### src/rtl/slotbuf_pkg.sv
package slotbuf_pkg;
   typedef enum logic [1:0] {
      RX_HDR  = 2'd0,
      RX_BODY = 2'd1,
      RX_SKIP = 2'd2
   } rx_mode_e;
endpackage

### src/rtl/slotbuf_alloc.sv
// Slot occupancy, lowest-free selection and the upstream stop signal.
module slotbuf_alloc #(
   parameter int NSLOT     = 4,
   parameter int STOP_FREE = 1,
   localparam int SLOT_W   = $clog2(NSLOT),
   localparam int CNT_W    = $clog2(NSLOT + 1)
) (
   input  logic              clk,
   input  logic              rst_n,
   input  logic              alloc_req,
   input  logic              drop_valid,
   input  logic [SLOT_W-1:0] drop_slot,
   input  logic              rel_valid,
   input  logic [SLOT_W-1:0] rel_slot,
   output logic              grant_ok,
   output logic [SLOT_W-1:0] grant_slot,
   output logic [NSLOT-1:0]  busy,
   output logic              stop
);
   logic [NSLOT-1:0] busy_q;
   logic [CNT_W-1:0] free_cnt;

   always_comb begin
      grant_ok   = 1'b0;
      grant_slot = '0;
      for (int i = NSLOT - 1; i >= 0; i--) begin
         if (!busy_q[i]) begin
            grant_ok   = 1'b1;
            grant_slot = SLOT_W'(i);
         end
      end
   end

   always_comb begin
      free_cnt = '0;
      for (int i = 0; i < NSLOT; i++) begin
         free_cnt = free_cnt + CNT_W'(!busy_q[i]);
      end
   end

   for (genvar s = 0; s < NSLOT; s++) begin : g_slot
      logic set_s, clr_s;
      assign set_s = alloc_req && grant_ok && (grant_slot == SLOT_W'(s));
      assign clr_s = (rel_valid && (rel_slot == SLOT_W'(s))) ||
                     (drop_valid && (drop_slot == SLOT_W'(s)));
      always_ff @(posedge clk) begin
         if (!rst_n)     busy_q[s] <= 1'b0;
         else if (set_s) busy_q[s] <= 1'b1;
         else if (clr_s) busy_q[s] <= 1'b0;
      end
   end

   assign busy = busy_q;
   assign stop = (int'(free_cnt) <= STOP_FREE);
endmodule

### src/rtl/slotbuf_rx.sv
// Packet framing, destination decode, check-word test and scheduler request.
module slotbuf_rx
   import slotbuf_pkg::*;
#(
   parameter int DW        = 16,
   parameter int PKT_WORDS = 8,
   parameter int NSLOT     = 4,
   parameter int NPORT     = 4,
   parameter int DEST_LSB  = 0,
   localparam int SLOT_W   = $clog2(NSLOT),
   localparam int PORT_W   = $clog2(NPORT),
   localparam int ADDR_W   = $clog2(PKT_WORDS)
) (
   input  logic              clk,
   input  logic              rst_n,
   input  logic              in_valid,
   input  logic [DW-1:0]     in_data,
   input  logic              grant_ok,
   input  logic [SLOT_W-1:0] grant_slot,
   output logic              alloc_req,
   output logic              fail_now,
   output logic [SLOT_W-1:0] fail_slot,
   output logic              wr_en,
   output logic [SLOT_W-1:0] wr_slot,
   output logic [ADDR_W-1:0] wr_addr,
   output logic [DW-1:0]     wr_data,
   output logic              req_valid,
   output logic [PORT_W-1:0] req_port,
   output logic [SLOT_W-1:0] req_slot,
   output logic              cancel_valid,
   output logic [SLOT_W-1:0] cancel_slot,
   output logic              err
);
   localparam logic [ADDR_W-1:0] LAST = ADDR_W'(PKT_WORDS - 1);

   rx_mode_e          mode_q;
   logic [ADDR_W-1:0] cnt_q;
   logic [SLOT_W-1:0] slot_q;
   logic [DW-1:0]     acc_q;
   logic              is_last;
   logic              drop_hdr;

   assign is_last   = (cnt_q == LAST);
   assign alloc_req = in_valid && (mode_q == RX_HDR);
   assign drop_hdr  = alloc_req && !grant_ok;
   assign fail_now  = in_valid && (mode_q == RX_BODY) && is_last &&
                      ((acc_q ^ in_data) != '0);
   assign fail_slot = slot_q;

   assign wr_en   = in_valid && (((mode_q == RX_HDR) && grant_ok) || (mode_q == RX_BODY));
   assign wr_slot = (mode_q == RX_HDR) ? grant_slot : slot_q;
   assign wr_addr = cnt_q;
   assign wr_data = in_data;

   always_ff @(posedge clk) begin
      if (!rst_n) begin
         mode_q <= RX_HDR;
         cnt_q  <= '0;
         slot_q <= '0;
         acc_q  <= '0;
      end else if (in_valid) begin
         unique case (mode_q)
            RX_HDR: begin
               cnt_q  <= ADDR_W'(1);
               acc_q  <= in_data;
               slot_q <= grant_slot;
               mode_q <= grant_ok ? RX_BODY : RX_SKIP;
            end
            RX_BODY, RX_SKIP: begin
               if (is_last) begin
                  cnt_q  <= '0;
                  mode_q <= RX_HDR;
               end else begin
                  cnt_q <= cnt_q + ADDR_W'(1);
                  acc_q <= acc_q ^ in_data;
               end
            end
            default: mode_q <= RX_HDR;
         endcase
      end
   end

   always_ff @(posedge clk) begin
      if (!rst_n) begin
         req_valid    <= 1'b0;
         req_port     <= '0;
         req_slot     <= '0;
         cancel_valid <= 1'b0;
         cancel_slot  <= '0;
         err          <= 1'b0;
      end else begin
         req_valid    <= alloc_req && grant_ok;
         cancel_valid <= fail_now;
         err          <= fail_now || drop_hdr;
         if (alloc_req && grant_ok) begin
            req_port <= in_data[DEST_LSB +: PORT_W];
            req_slot <= grant_slot;
         end
         if (fail_now) cancel_slot <= slot_q;
      end
   end
endmodule

### src/rtl/slotbuf_store.sv
// Per-slot word storage with independent read selection.
module slotbuf_store #(
   parameter int DW        = 16,
   parameter int PKT_WORDS = 8,
   parameter int NSLOT     = 4,
   parameter bit REG_READ  = 1'b1,
   localparam int SLOT_W   = $clog2(NSLOT),
   localparam int ADDR_W   = $clog2(PKT_WORDS)
) (
   input  logic              clk,
   input  logic              wr_en,
   input  logic [SLOT_W-1:0] wr_slot,
   input  logic [ADDR_W-1:0] wr_addr,
   input  logic [DW-1:0]     wr_data,
   input  logic [SLOT_W-1:0] rd_slot,
   input  logic [ADDR_W-1:0] rd_addr,
   output logic [DW-1:0]     rd_data
);
   logic [DW-1:0] rd_word [NSLOT];

   for (genvar s = 0; s < NSLOT; s++) begin : g_slot
      logic [DW-1:0] words [PKT_WORDS];
      always_ff @(posedge clk) begin
         if (wr_en && (wr_slot == SLOT_W'(s))) words[wr_addr] <= wr_data;
      end
      assign rd_word[s] = words[rd_addr];
   end

   if (REG_READ) begin : g_reg_rd
      always_ff @(posedge clk) rd_data <= rd_word[rd_slot];
   end else begin : g_comb_rd
      assign rd_data = rd_word[rd_slot];
   end
endmodule

### src/rtl/slotbuf_port.sv
module slotbuf_port #(
   parameter int DW        = 16,
   parameter int PKT_WORDS = 8,
   parameter int NSLOT     = 4,
   parameter int NPORT     = 4,
   parameter int DEST_LSB  = 0,
   parameter int STOP_FREE = 1,
   parameter bit REG_READ  = 1'b1,
   localparam int SLOT_W   = $clog2(NSLOT),
   localparam int PORT_W   = $clog2(NPORT),
   localparam int ADDR_W   = $clog2(PKT_WORDS)
) (
   input  logic              clk,
   input  logic              rst_n,
   input  logic              in_valid,
   input  logic [DW-1:0]     in_data,
   output logic              stop,
   output logic              req_valid,
   output logic [PORT_W-1:0] req_port,
   output logic [SLOT_W-1:0] req_slot,
   output logic              cancel_valid,
   output logic [SLOT_W-1:0] cancel_slot,
   output logic              err,
   input  logic              rel_valid,
   input  logic [SLOT_W-1:0] rel_slot,
   input  logic [SLOT_W-1:0] rd_slot,
   input  logic [ADDR_W-1:0] rd_addr,
   output logic [DW-1:0]     rd_data
);
   if (PKT_WORDS < 2)               begin : g_bad_len  $error("PKT_WORDS must be at least 2");          end
   if (NSLOT < 2)                   begin : g_bad_slot $error("NSLOT must be at least 2");              end
   if ((1 << SLOT_W) != NSLOT)      begin : g_pow_slot $error("NSLOT must be a power of two");          end
   if ((1 << ADDR_W) != PKT_WORDS)  begin : g_pow_len  $error("PKT_WORDS must be a power of two");      end
   if (DEST_LSB + PORT_W > DW)      begin : g_bad_dest $error("destination field exceeds word width");  end
   if (STOP_FREE >= NSLOT)          begin : g_bad_stop $error("STOP_FREE must be below NSLOT");         end

   logic              grant_ok, alloc_req, fail_now, wr_en;
   logic [SLOT_W-1:0] grant_slot, fail_slot, wr_slot;
   logic [ADDR_W-1:0] wr_addr;
   logic [DW-1:0]     wr_data;
   logic [NSLOT-1:0]  busy;

   slotbuf_alloc #(.NSLOT(NSLOT), .STOP_FREE(STOP_FREE)) u_alloc (
      .clk(clk), .rst_n(rst_n), .alloc_req(alloc_req),
      .drop_valid(fail_now), .drop_slot(fail_slot),
      .rel_valid(rel_valid), .rel_slot(rel_slot),
      .grant_ok(grant_ok), .grant_slot(grant_slot),
      .busy(busy), .stop(stop)
   );

   slotbuf_rx #(.DW(DW), .PKT_WORDS(PKT_WORDS), .NSLOT(NSLOT), .NPORT(NPORT),
                .DEST_LSB(DEST_LSB)) u_rx (
      .clk(clk), .rst_n(rst_n), .in_valid(in_valid), .in_data(in_data),
      .grant_ok(grant_ok), .grant_slot(grant_slot), .alloc_req(alloc_req),
      .fail_now(fail_now), .fail_slot(fail_slot),
      .wr_en(wr_en), .wr_slot(wr_slot), .wr_addr(wr_addr), .wr_data(wr_data),
      .req_valid(req_valid), .req_port(req_port), .req_slot(req_slot),
      .cancel_valid(cancel_valid), .cancel_slot(cancel_slot), .err(err)
   );

   slotbuf_store #(.DW(DW), .PKT_WORDS(PKT_WORDS), .NSLOT(NSLOT),
                   .REG_READ(REG_READ)) u_store (
      .clk(clk), .wr_en(wr_en), .wr_slot(wr_slot), .wr_addr(wr_addr),
      .wr_data(wr_data), .rd_slot(rd_slot), .rd_addr(rd_addr), .rd_data(rd_data)
   );
endmodule

### config.mk
export PLATFORM = sky130hd
export DESIGN_NAME = slotbuf_port
export DESIGN_NICKNAME = d
export VERILOG_FILES = /design/src/rtl/slotbuf_pkg.sv /design/src/rtl/slotbuf_alloc.sv /design/src/rtl/slotbuf_rx.sv /design/src/rtl/slotbuf_store.sv /design/src/rtl/slotbuf_port.sv
export SDC_FILE = /design/constraint.sdc
export NUM_CORES = 1
export LEC_CHECK = 0
export BUFFER_PORTS_ARGS = -buffer_cell sky130_fd_sc_hd__buf_2
export CAP_MARGIN = 0
export CORE_MARGIN = 2
export CORE_UTILIZATION = 55
export CTS_CLUSTER_SIZE = 24
export DETAILED_ROUTE_END_ITERATION = 8
export GPL_ROUTABILITY_DRIVEN = 0
export PLACE_DENSITY = 0.77
export SLEW_MARGIN = 30
export SYNTH_ARGS = -nofsm -noshare
export SYNTH_HDL_FRONTEND = slang
export SYNTH_SLANG_ARGS = --single-unit
### constraint.sdc
create_clock -name clk -period 4 [get_ports clk]
set_clock_uncertainty 0.15 [all_clocks]
set_input_delay 0.8 -clock clk [delete_from_list [all_inputs] [get_ports clk]]
set_output_delay 0.8 -clock clk [all_outputs]
set_load 0.1 [all_outputs]
* Word level (Yosys, flattened, before mapping)
Memories as Yosys holds them, arrays and structs flattened.
Cells that the tools add are included.
** Storage, ports and cells
- Logic and storage cells :: 129
- Input bits :: 27
- Output and inout bits :: 26
- Memories :: 4
- Bits in writable memories :: 512
- Flip-flop bits (word level) :: 52
** Memories
- u_store.g_slot[0].words :: depth 8, width 16, rd ports 1, clocked after Yosys merged registers in 0, write ports 1, line slotbuf_store.sv:22 : logic [DW-1:0] words [PKT_WORDS];
- u_store.g_slot[1].words :: depth 8, width 16, rd ports 1, clocked after Yosys merged registers in 0, write ports 1, line slotbuf_store.sv:22
- u_store.g_slot[2].words :: depth 8, width 16, rd ports 1, clocked after Yosys merged registers in 0, write ports 1, line slotbuf_store.sv:22
- u_store.g_slot[3].words :: depth 8, width 16, rd ports 1, clocked after Yosys merged registers in 0, write ports 1, line slotbuf_store.sv:22
** Operators by class
- Multiplexer cells :: 35
- Bitwise gates (word level) :: 2
- Equality and inequality tests :: 17
- Add/subtract/negate cells :: 4
- $lt $le $gt $ge :: 2
- Reduce and logical (&&, ||, !) cells :: 50
** Operator list (number)
- $mux 16 :: 3
- $bmux 16 s2 :: 1
- $pmux 16 s2 :: 1
- $logic_and 1x1->1 :: 24
- $mux 1 :: 20
- $eq 2x2->1 const B :: 9
- $reduce_bool 16->1 :: 1
- $xor 16x16->16 :: 1
- $mux 2 :: 7
- $eq 2x1->1 const B :: 5
- $logic_not 2->1 :: 5
- $reduce_bool 2->1 :: 5
- $add 3x1->3 :: 2
- $logic_or 1x1->1 :: 6
- $pmux 3 s2 :: 1
- $logic_not 1->1 :: 5
- $pmux 2 s2 :: 1
- $reduce_and 2->1 :: 2
- $add 3x1->3 const B :: 1
- $eq 3x3->1 const B :: 1
- $ge 3x3->1 const B :: 1
- $le 3x1->1 const B :: 1
- $mux 3 :: 1
- $not 2->3 :: 1
- 5 further kinds :: 5

* Logic depth before layout (Yosys ltp)
- Depth in word-level cells :: 10
- Gate-level depth with buffers :: 10
- Gate-level depth less buffers :: 7

* Cells and area by module
A second synthesis with hierarchy kept.
** Second synthesis, totals
- Cell total of the unflattened synthesis :: 1381
- Area total of the unflattened synthesis :: 22566.6 um^2
** By module, submodules not included
- slotbuf_store :: sequential area each 15695.1 um^2, times used 1, cells an instance 1143, area each 20535.9 um^2
- slotbuf_rx :: sequential area each 640.6 um^2, times used 1, cells an instance 204, area each 1760.4 um^2
- slotbuf_alloc :: sequential area each 80.1 um^2, times used 1, cells an instance 34, area each 270.3 um^2

* Worst setup path before layout
OpenSTA, ideal clock, no wires.
- Kind :: register to output
- From :: register u_alloc.busy_q[0] (netlist: u_alloc.busy[0])
- To :: output stop
- Arrival time :: 3.661 ns
- Path buffers :: 0
- Setup slack :: -0.611 ns
- Data required time :: 3.050 ns
- Stages on the path, launching flop included :: 8
- Cells stage by stage :: dfxtp_1 > inv_1 > ha_1 > inv_1 > fa_1 > inv_1 > ha_1 > o31ai_1
** Between the ends
- Cells in the longest elaborated chain, start to end :: 5
** RTL lines
- start: declaration :: line slotbuf_alloc.sv:20 : logic [NSLOT-1:0] busy_q;
- start signal: indexed assignment :: line slotbuf_alloc.sv:47 : if (!rst_n) busy_q[s] <= 1'b0;
- start signal: indexed assignment :: line slotbuf_alloc.sv:48 : else if (set_s) busy_q[s] <= 1'b1;
- start signal: indexed assignment :: line slotbuf_alloc.sv:49 : else if (clr_s) busy_q[s] <= 1'b0;
- $logic_not 1->1
- $add 1x1->2 :: line slotbuf_alloc.sv:37 : free_cnt = free_cnt + CNT_W'(!busy_q[i]);
- $add 3x1->3 (2 in series) :: line slotbuf_alloc.sv:37
- $le 3x1->1 :: line slotbuf_alloc.sv:54 : assign stop = (int'(free_cnt) <= STOP_FREE);
- end: declaration :: line slotbuf_port.sv:17 : output logic stop,
Every way passes these cells.

* Final worst setup path
Ends and elaborated chain as after synthesis.

==> results.md <==
* Final setup violation count at 0
* Clock power share at 38.7%
* Final wirelength at 50.4 mm
* Max rail drop VDD at 0.369 mV
* Synth-to-Final Area Change at 13.8%
* EDFF count, synth at 512
* Vias in the first global route at 11100
* Syn Nets at 1058
* NetSw at 2.73 mW
* Synth top area share at 70.8%
* Worst Setup End Kind: output port
* Via count at 10800
* Router iterations before antenna repair at 5
* Placed instance area at 0.0231 mm2
* Synthesis-stage register bit count at 564
* Core Footprint at 0.0388 mm2
* Tcrit/Tclk final at 93.4%
* Final net count at 1177
* Number of DRC violations after detailed-routing iteration 0 at 1200
* Syn. warnings at 0
* Post-CTS Hold Fix Bufs at 0
* Post-layout util at 63.6%
* CTS clk-pin slew, worst paths at 60 ps
* Synth Flop Type: edfxtp_1
* Internal at 9.41 mW
* Reg power frac at 54.0%
* Post-synthesis mux area share at 17.7%
* Remaining DRCs at 0
* Die area at 0.0411 mm2
* First-pass GRT wire length at 74.4 mm
* Area leader, netlist: edfxtp_1
* Compound-Gate Fraction of Synth Area at 0.795%
* # resized after CTS at 0
* Final Hold Slack at 314 ps
* Max clock buf depth at 3
* Post-synthesis simple-gate area fraction at 3.03%
* Layout cells sized above 1 at 33.3%
* Leakage at 7.91 nW
* Setup TNS at 0 ps
* Mapped Area at 0.0217 mm2
* CP arrival at 2780 ps
* Root buf cell: clkbuf_16
* Switching share of total power at 22.5%
* Max-cap check violation count at 0
* Die width at 203 um
* Overflow after GRT at 0
* Req. time, crit path at 3050 ps
* Count leader, synth: edfxtp_1
* Synthesized area per cell at 21.2 um2
* XOR/XNOR Fraction of Synth Area at 1.29%
* IO buf count at 52
* H-tree depth at 2
* RSZ-0062 raised after global routing: false
* GRT Util Overall at 25.4%
* Worst Path Max Fanout at 5
* Clk Latency, worst-skew pair at 580 ps
* Total power at 12.1 mW
* Rows at 72
* Post-DRT Antenna Nets at 0
* Post-CTS setup buffer count at 0
* Slew margin rel. at 48.4%
* Critical Path Source Type: flop
* Post-synthesis sequential area ratio at 75.6%
* Mapped Cells at 1023
* Finished Cell Area at 0.0247 mm2
* P per Cell Area at 491 mW/mm2
* DIE HEIGHT at 203 um
* WL/cell at 29.6 um
* Status: finished, final reports clean
* Final Hold Vio Count at 0
* Max Slew Vio Count at 0
* Initial antenna violation count at 1
* CTS tree: done
* Unique masters post-synth at 38
* I/O pin count at 53
* # fillers at 2508
* Synth cell count leaders: edfxtp_1 (512), mux4_2 (160), nor2_1 (62)
* Asr flop ratio synth at 0%
* Largest net degree at the start of global routing at 62
* Ranking of synthesized cells by area: edfxtp_1 (71%), mux4_2 (17%), dfxtp_1 (4.8%), xnor2_1 (1.3%), nor2_1 (1.1%)
* R2r setup slk at 950 ps
* Initial core utilization at 55.9%
* Crit Path Category: reg -> out
* Peak Freq at 268 MHz
* Main combinational cell family by area after synthesis: multiplexers
* Comb power frac at 7.3%
* N_diodes at 0
* Clk sinks at 564
* Hold Path Class: reg -> reg
* CTS Buf Count at 53
* Hpwl dp at 28.0 mm
* Adder-cell share of the synthesized area at 0.496%
* Final min period at 3730 ps
* Actual slew at the worst max-slew pin at 767 ps
* Vias per Instance at 6.33
## stage by stage
step	cells	worst slack, ps
after detailed placement	1605	716
after floorplan	1023	251
after global routing	1702	76.0
after global placement	1605	717
final	1702	266
after CTS	1702	202
## worst max-delay path: stages, from the launching register on
cell,delay [ps]
dfxtp_1,400
inv_1,120
ha_1,290
inv_1,40
fa_1,370
inv_1,70
ha_1,230
o31ai_2,220
buf_2,460
## state kept, by name (all words and copies together) (netlist names)
register	flops
u_store.g_slot.words	512
u_rx.acc_q	16
u_store.rd_data	16
u_alloc.busy	4
u_rx.wr_addr	3
u_rx.cancel_slot	2
u_rx.fail_slot	2
u_rx.mode_q	2
u_rx.req_port	2
u_rx.req_slot	2
u_rx.cancel_valid	1
u_rx.err	1
u_rx.req_valid	1
## path summary, 6_finish.rpt
check	start	to	cells after the start
hold / removal	u_rx.cancel_slot[0]	u_rx.cancel_slot[0]	2
setup / recovery	u_alloc.busy[0]	stop	8
hold reg to reg	u_rx.cancel_slot[0]	u_rx.cancel_slot[0]	2
setup reg to reg	u_rx.mode_q[1]	u_store.g_slot[2].words[2][0]	7
## layout make-up
class | instances | area (um2) | share of cell area (%)
clock inverters | 21 | 143 | 0.577
well taps | 518 | 648 | 2.62
multi-input cells | 403 | 5150 | 20.8
clock buffers | 76 | 1460 | 5.92
inverters | 7 | 26.3 | 0.106
repair buffers | 113 | 867 | 3.51
flip-flops and latches | 564 | 16400 | 66.4
## cells in the final DEF (no fill, tap or decap), types with 3 or more instances in the layout
cell type,count
clkinv_1,11
dfxtp_1,52
buf_12,11
nand4_1,6
nor2_1,30
xnor2_1,32
clkbuf_16,53
nand3_1,6
buf_4,51
edfxtp_1,512
inv_1,6
clkinv_2,6
mux4_2,160
ha_1,7
o21ai_0,3
nor3_1,5
buf_2,50
mux2_2,17
mux2i_1,5
nand2b_1,3
nor2_2,32
a21oi_1,12
nand2_1,59
clkbuf_1,18
clkbuf_8,6
nand3b_1,5
## routing by layer
layer | vias to the layer above | wire length, um | global-route usage [%]
met5 | - | 13 | 0
met4 | 2 | 1980 | 9.65
met3 | 113 | 4550 | 5.47
met2 | 601 | 25200 | 41.0
met1 | 5647 | 18700 | 34.6
li1 | 4416 | - | -
## cells by family (layout without fill, tap and decap cells)
kind of cell,Yosys count,after routing
AOI/OAI and AO/OA,27,27
xor gates and xnor gates,32,32
adders and majority gates,8,8
buffers and inverters,56,217
DFF,564,564
muxes,182,182
and+or+nand+nor,154,154
## power by group through the flow
stage	Combinational (mW)	Sequential (mW)	Clock [mW]
2_1_floorplan	0.412	6.83	0
3_3_place_gp	0.864	6.67	0
3_5_place_dp	0.882	6.67	0
4_1_cts	0.892	6.55	4.75
5_1_grt	0.936	6.55	4.97
6_report	0.887	6.55	4.70
Note: power is estimated with default switching activity, not from simulation.
